$ cat src/rtl/pcm_pkg.sv
// Package: shared addresses, field positions, masks and reset values for
// the port option and strobe pin-mux unit.
// Assumes an 8-bit SFR address and data bus.
package pcm_pkg;
    localparam int SFR_AW = 8;
    localparam int SFR_DW = 8;
    localparam int HS_W   = 4;   // high-sink pins on the upper nibble
    localparam int P4LO_W = 4;   // general-purpose low bits of extra port
    localparam int NSTB   = 2;   // strobe pins that can be handed over

    localparam logic [SFR_AW-1:0] OPT_ADDR_D = 8'h86;
    localparam logic [SFR_AW-1:0] XP_ADDR_D  = 8'hD8;
    localparam logic [SFR_AW-1:0] AUX_ADDR_D = 8'h8E;

    // options register fields
    localparam int OPT_PUP  = 0;
    localparam int OPT_HS0  = 1;
    localparam int OPT_EP5  = 6;
    localparam int OPT_EP6  = 7;
    // extra-port fields
    localparam int XP_B5    = 5;
    localparam int XP_B6    = 6;
    // auxiliary register field
    localparam int AUX_QUIET = 0;

    localparam logic [SFR_DW-1:0] OPT_MASK = 8'hDF;
    localparam logic [SFR_DW-1:0] XP_MASK  = 8'h6F;
    localparam logic [SFR_DW-1:0] AUX_MASK = 8'h01;
    localparam logic [SFR_DW-1:0] OPT_RST  = 8'h00;
    localparam logic [SFR_DW-1:0] XP_RST   = 8'h6F;
    localparam logic [SFR_DW-1:0] AUX_RST  = 8'h00;
endpackage

$ cat src/rtl/pcm_sfr_reg.sv
// Module: one SFR-mapped register with a fixed address, a writable-bit
// mask and a reset value. Bits outside the mask stay 0 forever.
// Assumes a write is a single-cycle strobe sampled at the clock edge.
module pcm_sfr_reg #(
    parameter int                AW   = 8,
    parameter int                DW   = 8,
    parameter logic [AW-1:0]     ADDR = '0,
    parameter logic [DW-1:0]     MASK = '1,
    parameter logic [DW-1:0]     RSTV = '0
) (
    input  logic          clk,
    input  logic          rst_n,
    input  logic [AW-1:0] addr,
    input  logic [DW-1:0] wdata,
    input  logic          we,
    output logic          hit,
    output logic [DW-1:0] q
);
    // address decode for this register
    always_comb hit = (addr == ADDR);

    // register update: reset value, or masked write data on a strobe
    always_ff @(posedge clk) begin
        if (!rst_n)
            q <= RSTV & MASK;
        else if (we && hit)
            q <= wdata & MASK;
    end
endmodule

$ cat src/rtl/pcm_strobe_sel.sv
// Module: selects what one strobe pad drives. Either the core strobe
// (optionally forced quiet) or a port latch bit. Also gives the bit a
// port read returns: the pad level when handed over, the latch otherwise.
// Assumes pad_lvl is already synchronised by the pad ring.
module pcm_strobe_sel (
    input  logic gpio_en,
    input  logic core_strobe,
    input  logic quiet,
    input  logic quiet_lvl,
    input  logic latch_bit,
    input  logic pad_lvl,
    output logic pad_o,
    output logic rd_bit
);
    // pad drive selection
    always_comb begin
        if (gpio_en)
            pad_o = latch_bit;
        else if (quiet)
            pad_o = quiet_lvl;
        else
            pad_o = core_strobe;
    end

    // read-back selection for the port bit
    always_comb rd_bit = gpio_en ? pad_lvl : latch_bit;
endmodule

$ cat src/rtl/port_cfg_mux.sv
// Module: port option and strobe pin-mux unit (top).
// Holds the options, auxiliary and extra-port registers. Drives the
// pull-up and high-sink enables and muxes the ALE/PSEN pads between the
// core strobes and extra-port bits 5/6. Reads are combinational.
// Assumes one SFR access per cycle and a synchronous active-low reset.
module port_cfg_mux
    import pcm_pkg::*;
#(
    parameter logic [SFR_AW-1:0] OPT_ADDR = OPT_ADDR_D,
    parameter logic [SFR_AW-1:0] XP_ADDR  = XP_ADDR_D,
    parameter logic [SFR_AW-1:0] AUX_ADDR = AUX_ADDR_D
) (
    input  logic              clk,
    input  logic              rst_n,
    input  logic [SFR_AW-1:0] sfr_addr,
    input  logic [SFR_DW-1:0] sfr_wdata,
    input  logic              sfr_we,
    output logic [SFR_DW-1:0] sfr_rdata,
    input  logic              core_ale_i,
    input  logic              core_psen_n_i,
    input  logic [NSTB-1:0]   p4_pin_i,
    output logic              p0_pullup_o,
    output logic [HS_W-1:0]   p3_hisink_o,
    output logic [P4LO_W-1:0] p4_low_o,
    output logic              ale_pad_o,
    output logic              psen_pad_o,
    output logic [NSTB-1:0]   strobe_gpio_o
);
    localparam int NREG = 3;
    localparam logic [NREG*SFR_AW-1:0] ADDRS = {AUX_ADDR, XP_ADDR, OPT_ADDR};
    localparam logic [NREG*SFR_DW-1:0] MASKS = {AUX_MASK, XP_MASK, OPT_MASK};
    localparam logic [NREG*SFR_DW-1:0] RSTS  = {AUX_RST, XP_RST, OPT_RST};

    logic [SFR_DW-1:0] reg_q [NREG];
    logic [NREG-1:0]   reg_hit;
    logic [SFR_DW-1:0] opt_q, xp_q, aux_q;

    // register bank: one instance per mapped register
    for (genvar r = 0; r < NREG; r++) begin : g_reg
        pcm_sfr_reg #(
            .AW  (SFR_AW),
            .DW  (SFR_DW),
            .ADDR(ADDRS[r*SFR_AW +: SFR_AW]),
            .MASK(MASKS[r*SFR_DW +: SFR_DW]),
            .RSTV(RSTS[r*SFR_DW +: SFR_DW])
        ) u_reg (
            .clk  (clk),
            .rst_n(rst_n),
            .addr (sfr_addr),
            .wdata(sfr_wdata),
            .we   (sfr_we),
            .hit  (reg_hit[r]),
            .q    (reg_q[r])
        );
    end

    // named views of the bank
    always_comb begin
        opt_q = reg_q[0];
        xp_q  = reg_q[1];
        aux_q = reg_q[2];
    end

    // static pin configuration outputs
    always_comb begin
        p0_pullup_o   = opt_q[OPT_PUP];
        p3_hisink_o   = opt_q[OPT_HS0 +: HS_W];
        p4_low_o      = xp_q[P4LO_W-1:0];
        strobe_gpio_o = {opt_q[OPT_EP6], opt_q[OPT_EP5]};
    end

    // per-strobe selection inputs, index 0 = ALE, 1 = PSEN
    logic [NSTB-1:0] stb_core, stb_quiet, stb_qlvl, stb_latch, stb_pad, stb_rd;
    always_comb begin
        stb_core  = {core_psen_n_i, core_ale_i};
        stb_quiet = {1'b0, aux_q[AUX_QUIET]};
        stb_qlvl  = {1'b1, 1'b0};
        stb_latch = {xp_q[XP_B6], xp_q[XP_B5]};
    end

    // strobe pad muxes
    for (genvar s = 0; s < NSTB; s++) begin : g_stb
        pcm_strobe_sel u_sel (
            .gpio_en    (strobe_gpio_o[s]),
            .core_strobe(stb_core[s]),
            .quiet      (stb_quiet[s]),
            .quiet_lvl  (stb_qlvl[s]),
            .latch_bit  (stb_latch[s]),
            .pad_lvl    (p4_pin_i[s]),
            .pad_o      (stb_pad[s]),
            .rd_bit     (stb_rd[s])
        );
    end

    // pad outputs
    always_comb begin
        ale_pad_o  = stb_pad[0];
        psen_pad_o = stb_pad[1];
    end

    // combinational read mux
    always_comb begin
        sfr_rdata = '0;
        if (reg_hit[0])
            sfr_rdata = opt_q;
        else if (reg_hit[1])
            sfr_rdata = {xp_q[7], stb_rd[1], stb_rd[0], xp_q[4:0]};
        else if (reg_hit[2])
            sfr_rdata = aux_q;
    end
endmodule

$ cat config.mk
export PLATFORM = sky130hd
export DESIGN_NAME = port_cfg_mux
export DESIGN_NICKNAME = d
export VERILOG_FILES = /design/src/rtl/pcm_pkg.sv /design/src/rtl/pcm_sfr_reg.sv /design/src/rtl/pcm_strobe_sel.sv /design/src/rtl/port_cfg_mux.sv
export SDC_FILE = /design/constraint.sdc
export NUM_CORES = 1
export LEC_CHECK = 0
export ABC_AREA = 0
export BUFFER_PORTS_ARGS = -buffer_cell sky130_fd_sc_hd__clkbuf_2
export CORE_MARGIN = 4
export CORE_UTILIZATION = 35
export DETAILED_ROUTE_END_ITERATION = 7
export HOLD_SLACK_MARGIN = 0.1
export PLACE_DENSITY = 0.68
export SLEW_MARGIN = 20
export SYNTH_ARGS = -nofsm -noshare
export SYNTH_HDL_FRONTEND = slang
export SYNTH_HIERARCHICAL = 1
export SYNTH_SLANG_ARGS = --single-unit
$ cat constraint.sdc
create_clock -name clk -period 1.35 [get_ports clk]
set_input_delay 0.0675 -clock clk [delete_from_list [all_inputs] [get_ports clk]]
set_output_delay 0.0675 -clock clk [all_outputs]
set_load 0.03 [all_outputs]
==> results of run 1 <==
## layout make-up
type                            count  area [sq um]  area share
Clock buffer                        4         36.28     0.01973
Timing Repair Buffer               73         606.8      0.3299
Inverter                            3         11.26    0.006122
Multi-Input combinational cell    107         860.8      0.4680
Sequential cell                    14         285.3      0.1551
Tap cell                           31         38.79     0.02109
## per-layer routing
layer	vias to the layer above	share of wire
li1	591	-
met1	571	0.38
met2	34	0.57
met3	2	0.039
met4	0	0.0072
met5	-	0
## cell families after synthesis
| logic type | Yosys count | synth area share |
|---|---|---|
| mux | 12 | 0.1207 |
| compound gates | 26 | 0.1497 |
| flops | 14 | 0.2599 |
| other cells | 5 | 0.01740 |
| buf+inv | 19 | 0.1206 |
| simple gates | 56 | 0.3318 |
## stage by stage
step / utilization / cell area [sq um] / hold WS [ps] / worst slack, ps / total power, mW
after floorplan: - / 1212 / 139.3 / -72.30 / 0.5061
after global placement: 0.5333 / 1521 / 302.9 / -137.8 / 0.5660
after detailed placement: 0.5333 / 1521 / 318.6 / -188.2 / 0.5714
after CTS: 0.6123 / 1747 / 108.8 / -81.60 / 0.8887
after global routing: 0.6447 / 1839 / 112.3 / -121.1 / 0.9440
final: 0.6447 / 1839 / 111.2 / -62.97 / 0.9031
## worst max-delay path, cell delays in order
cell     delay [ps]
buf_6            90
or4b_4          550
nor2_4          120
buf_12          140
a21oi_2          70
a21oi_4         160
buf_8           150
## power by group
group	switching (mW)	internal (mW)
logic	0.0921	0.0978
registers	0.000664	0.411
clock network	0.137	0.164
## placed cells by master, fill, tap and decap left out, types with 2 or more instances in the layout
cell type and n:
a21oi_1 2, a21oi_2 7, a21oi_4 7, a311o_1 2, buf_12 3, buf_4 19, buf_6 3, buf_8 7
clkbuf_2 32, clkbuf_4 3, conb_1 13, dfxtp_1 12, dlygate4sd3_1 8, inv_1 3, mux2_4 2, mux2i_1 10
nand2_1 18, nand3_1 4, nand3b_1 8, nand4_1 4, nor2b_2 5, o21ai_0 2, o31a_1 2, o31ai_1 4
## what timing repair did
item	4_1_cts	5_1_grt
hold buffers	8	0
setup endpoints to repair	8	8
gates resized for setup	26	19
cloned	0	1
buffers inserted	1	1
endpoints found under the hold margin	14	0
pin swaps	1	2
## worst max path at each step
stage	slack, ps	to	depth (start not counted)	from
after CTS	-80	sfr_rdata[0]	7	sfr_addr[0]
after global placement	-140	g_reg[1].u_reg/q[5]	5	sfr_addr[0]
final	-60	sfr_rdata[1]	7	sfr_addr[1]
after floorplan	-70	sfr_rdata[0]	6	sfr_addr[1]
after detailed placement	-190	g_reg[1].u_reg/q[5]	5	sfr_addr[0]
after global routing	-120	sfr_rdata[1]	7	sfr_addr[1]
==> flow_summary.json, run 1 <==
{
  "grt_pass1_wl_um": 5133,
  "max_freq_mhz": 707.7,
  "synth_flop_cell": "dfxtp_1",
  "overflow": 0,
  "dieArea_sq_um": 4034,
  "period_needed_ps": 1413,
  "vias_per_cell": 5.164,
  "hp-class": "in -> reg",
  "yosysSeqAreaShare": 0.2599,
  "clock_sinks": 14,
  "max_cap_viol_count": 0,
  "dp_hpwl_um": 2432,
  "fin_worst_skew_ps": 0,
  "synth_top_area_frac": 0.2599,
  "rsz0062_at_grt": "yes",
  "numCtsBuffers": 3,
  "worstPathMaxFanout": 10,
  "h-tree-depth": 1,
  "synth_top_cells_by_count": "nand2_1 (18), a21oi_1 (15), dfxtp_1 (14)",
  "drt-pass1-iter-count": 4,
  "worstSkewPairLatency_ps": 280,
  "drive_gt1_frac": 0.5025,
  "root_buffer": "clkbuf_4",
  "status": "finished with violations",
  "busiest_layer": "met2",
  "ys_ff_latch": 14,
  "vdd_drop_max_mv": 0.2604,
  "io_pins": 44,
  "drc": 0,
  "power_density_nw_per_um2": 491.0,
  "reg_top3": "g.u_reg/q x14",
  "startpoint_type": "input port",
  "regToRegSetupSlack_ps": 520,
  "cp.required_ps": 1280,
  "cts_buffer_depth": 2,
  "die_h_um": 63.51,
  "largest-register": "g.u_reg/q",
  "cts_tree": "done",
  "cts.clk_slew.worst_paths_ps": 90,
  "r2r_end": "g_reg[1].u_reg/q[5]",
  "netlist_area_sq_um": 1079,
  "hold_path_end": "g_reg[1].u_reg/q[1]",
  "grt_util_all_layers": 0.1565,
  "cp-end-kind": "output pin",
  "vias": 1198,
  "worstPathArrival_ps": 1350,
  "grt.met2_usage": 0.3064,
  "period_share": 1.047,
  "stdcell_count": 232,
  "grtUsageMet3": 0.01776,
  "synth_edf_count": 0,
  "async_reset_ff_frac": 0,
  "path_class": "in -> out",
  "r2r_start": "g_reg[1].u_reg/q[5]",
  "coreArea_sq_um": 2853,
  "grt_pass1_vias": 1145,
  "min_from": "rst_n",
  "setup_viol": 6,
  "die_w_um": 63.51,
  "rows": 19,
  "diodes": 0,
  "ys_warn_count": 6,
  "nNetsFinal": 225,
  "tns_ps": -226.3,
  "grt_max_degree": 17,
  "antenna_found_initial": 0,
  "use_met1": 0.1686,
  "drt_iter0_drc": 46,
  "portBuffers": 43,
  "netlist_instances": 132,
  "setup_ws_ps": -62.97,
  "yosysUniqueCellTypes": 36,
  "drv_slew": 0,
  "wirelength_um": 3207,
  "fillers": 233,
  "yosys.area.top_type": "dfxtp_1",
  "synthTopCellsByArea": "dfxtp_1 (26%), mux2i_1 (9.3%), buf_4 (7.7%)",
  "area_growth_pct": 70.53,
  "reg2reg_depth": 2,
  "largest_register_ffs": 14,
  "initial_core_util": 0.3781,
  "whs_path_depth": 2,
  "p_leak_nw": 0.7804,
  "synth.avg_cell_area_sq_um": 8.171,
  "failed_checks": "setup timing",
  "hold_viol_final": 0,
  "drtAntennaViolNets": 0,
  "synth_most_common_cell": "nand2_1",
  "gp_congestion": 0.7873,
  "dp_cells": 217,
  "drt-wirelength-per-cell_um": 13.82
}
No activity file was read; power rests on OpenSTA's default activity.
==> run 2, diff against run 1 <==
SKIP_LAST_GASP = 1   (was unset)
==> run 2 against run 1 <==
Against the previous run:
- the run still ends with setup timing left
- non-clock buffer count shrank 1
- die area is the same
- hold slack gained 1.1 ps
- total power decreased by 1.9%
- critical path type unchanged
- clock skew did not move
- setup slack worse by 25 ps
- clock power is essentially flat
- sequential share of layout area up 0.90 points
- sequential cell count did not move
==> flow_summary.json, run 2 (same netlist as run 1, synthesis figures left out) <==
{
  "status": "finished with violations",
  "failed_checks": "setup timing",
  "power_density_nw_per_um2": 509.6,
  "worstSkewPairLatency_ps": 280,
  "rsz0062_at_grt": "yes",
  "period_share": 1.065,
  "io_pins": 44,
  "dieArea_sq_um": 4034,
  "largest-register": "g.u_reg/q",
  "gp_congestion": 0.7873,
  "cp.required_ps": 1280,
  "period_needed_ps": 1438,
  "drtAntennaViolNets": 0,
  "portBuffers": 43,
  "fin_util": 0.6092,
  "drt_iter0_drc": 30,
  "vias_per_cell": 5.134,
  "overflow": 0,
  "grt_util_all_layers": 0.1561,
  "seq_power_share": 0.465,
  "area_growth_pct": 61.14,
  "die_h_um": 63.51,
  "cp_cell_sequence": "clkbuf_2 -> or4b_4 -> nor2_4 -> buf_12 -> nand3b_1 -> a21oi_4 -> clkbuf_4",
  "setup_ws_ps": -88.34,
  "grt_pass1_vias": 1138,
  "drt-pass1-iter-count": 4,
  "fin_worst_skew_ps": 0,
  "hold_viol_final": 0,
  "cts.clk_slew.worst_paths_ps": 80,
  "tns_ps": -439.1,
  "h-tree-depth": 1,
  "dr_wl_met3_um": 129,
  "rows": 19,
  "max_cap_viol_count": 0,
  "startpoint_type": "input port",
  "comb_power_share": 0.195,
  "path_buf_inv": 3,
  "wirelength_um": 3067,
  "worst_path_dominant_cell_family": "simple AND/OR/NAND/NOR gates",
  "clock_sinks": 14,
  "reg_top3": "g.u_reg/q x14",
  "dp_hpwl_um": 2432,
  "slowest_delay_ps": 540,
  "max_freq_mhz": 695.2,
  "setup_viol": 8,
  "drive_gt1_frac": 0.4850,
  "diodes": 0,
  "worstPathArrival_ps": 1370,
  "cts_tree": "done",
  "hp-class": "in -> reg",
  "netSwitchingFraction": 0.2536,
  "numCtsBuffers": 3,
  "p_leak_nw": 0.7407,
  "final_common_cell": "clkbuf_2",
  "coreArea_sq_um": 2853,
  "wl_met2_um": 1732,
  "vdd_drop_max_mv": 0.2549,
  "crit_slowest_cell": "or4b_4",
  "drv_slew": 0,
  "clock_power_share": 0.340,
  "drt-wirelength-per-cell_um": 13.28,
  "p_int_mw": 0.6610,
  "cp-end-kind": "output pin",
  "vias": 1186,
  "final_cell_mix": "clkbuf_2 (35), buf_4 (19), nand2_1 (18)",
  "grt_max_degree": 17,
  "wl_met1_um": 1181,
  "drc": 0,
  "worstPathMaxFanout": 10,
  "root_buffer": "clkbuf_4",
  "grt_pass1_wl_um": 5119,
  "nNetsFinal": 224,
  "cts_buffer_depth": 2,
  "antenna_found_initial": 0,
  "switchingPower_mw": 0.2246,
  "path_class": "in -> out",
  "highest_layer": "met4",
  "die_w_um": 63.51,
  "initial_core_util": 0.3781,
  "largest_register_ffs": 14
}
## run 2: cell types whose count changed in the layout (fill, tap and decap cells not counted), moves of 2 or more
cell      previous run  this run
clkbuf_4             3         6
a21oi_2              7         5
clkbuf_2            32        35
clkbuf_8             1         3
a21oi_1              2         4
buf_6                3         0
buf_8                7         2
## run 2: power by group through the flow
stage / sequential (mW) / clock (mW) / combinational [mW]
6_report: 0.412 / 0.301 / 0.173
5_1_grt: 0.412 / 0.330 / 0.188
4_1_cts: 0.414 / 0.303 / 0.171
3_5_place_dp: 0.424 / 0 / 0.148
3_3_place_gp: 0.424 / 0 / 0.142
2_1_floorplan: 0.425 / 0 / 0.0815
## run 2: cell type report
class | instances | area, sq um
fill | 255 | 1115
multi-input combinational | 107 | 828.3
timing repair buffer | 72 | 538.0
sequential | 14 | 285.3
tap | 31 | 38.79
clock buffer | 4 | 36.28
inverter | 3 | 11.26
## run 2: repair_timing
item / in CTS / in global routing
pin swaps: 1 / 0
resized for setup: 21 / 6
endpoints found under the hold margin: 14 / 0
hold buffers: 8 / 0
buffers inserted: 1 / 1
setup endpoints to repair: 8 / 8
cloned: 0 / 0
## run 2: final timing paths
check	startpoint	to	slack, ps	cells past startpoint
min reg2reg	g_reg[0].u_reg/q[3]	g_reg[0].u_reg/q[3]	500	2
max reg2reg	g_reg[1].u_reg/q[5]	g_reg[1].u_reg/q[5]	520	2
min	rst_n	g_reg[1].u_reg/q[2]	110	2
max	sfr_addr[0]	sfr_rdata[0]	-90	7
## run 2: stage by stage
stage	hold WS (ps)	std cells	cell area [sq um]	setup WS [ps]	power, mW
after CTS	108.8	230	1720	-101.0	0.8877
after floorplan	139.3	140	1212	-72.30	0.5061
after detailed placement	318.6	217	1521	-188.2	0.5714
after global placement	302.9	217	1521	-137.8	0.5660
final	112.3	231	1738	-88.34	0.8856
after global routing	114.3	231	1738	-158.3	0.9294
## run 2: metal layers
layer | track usage | vias up
met5 | 0 | -
met1 | 0.1676 | 572
met4 | 0.05660 | 0
met3 | 0.01954 | 2
li1 | - | 586
met2 | 0.3051 | 26
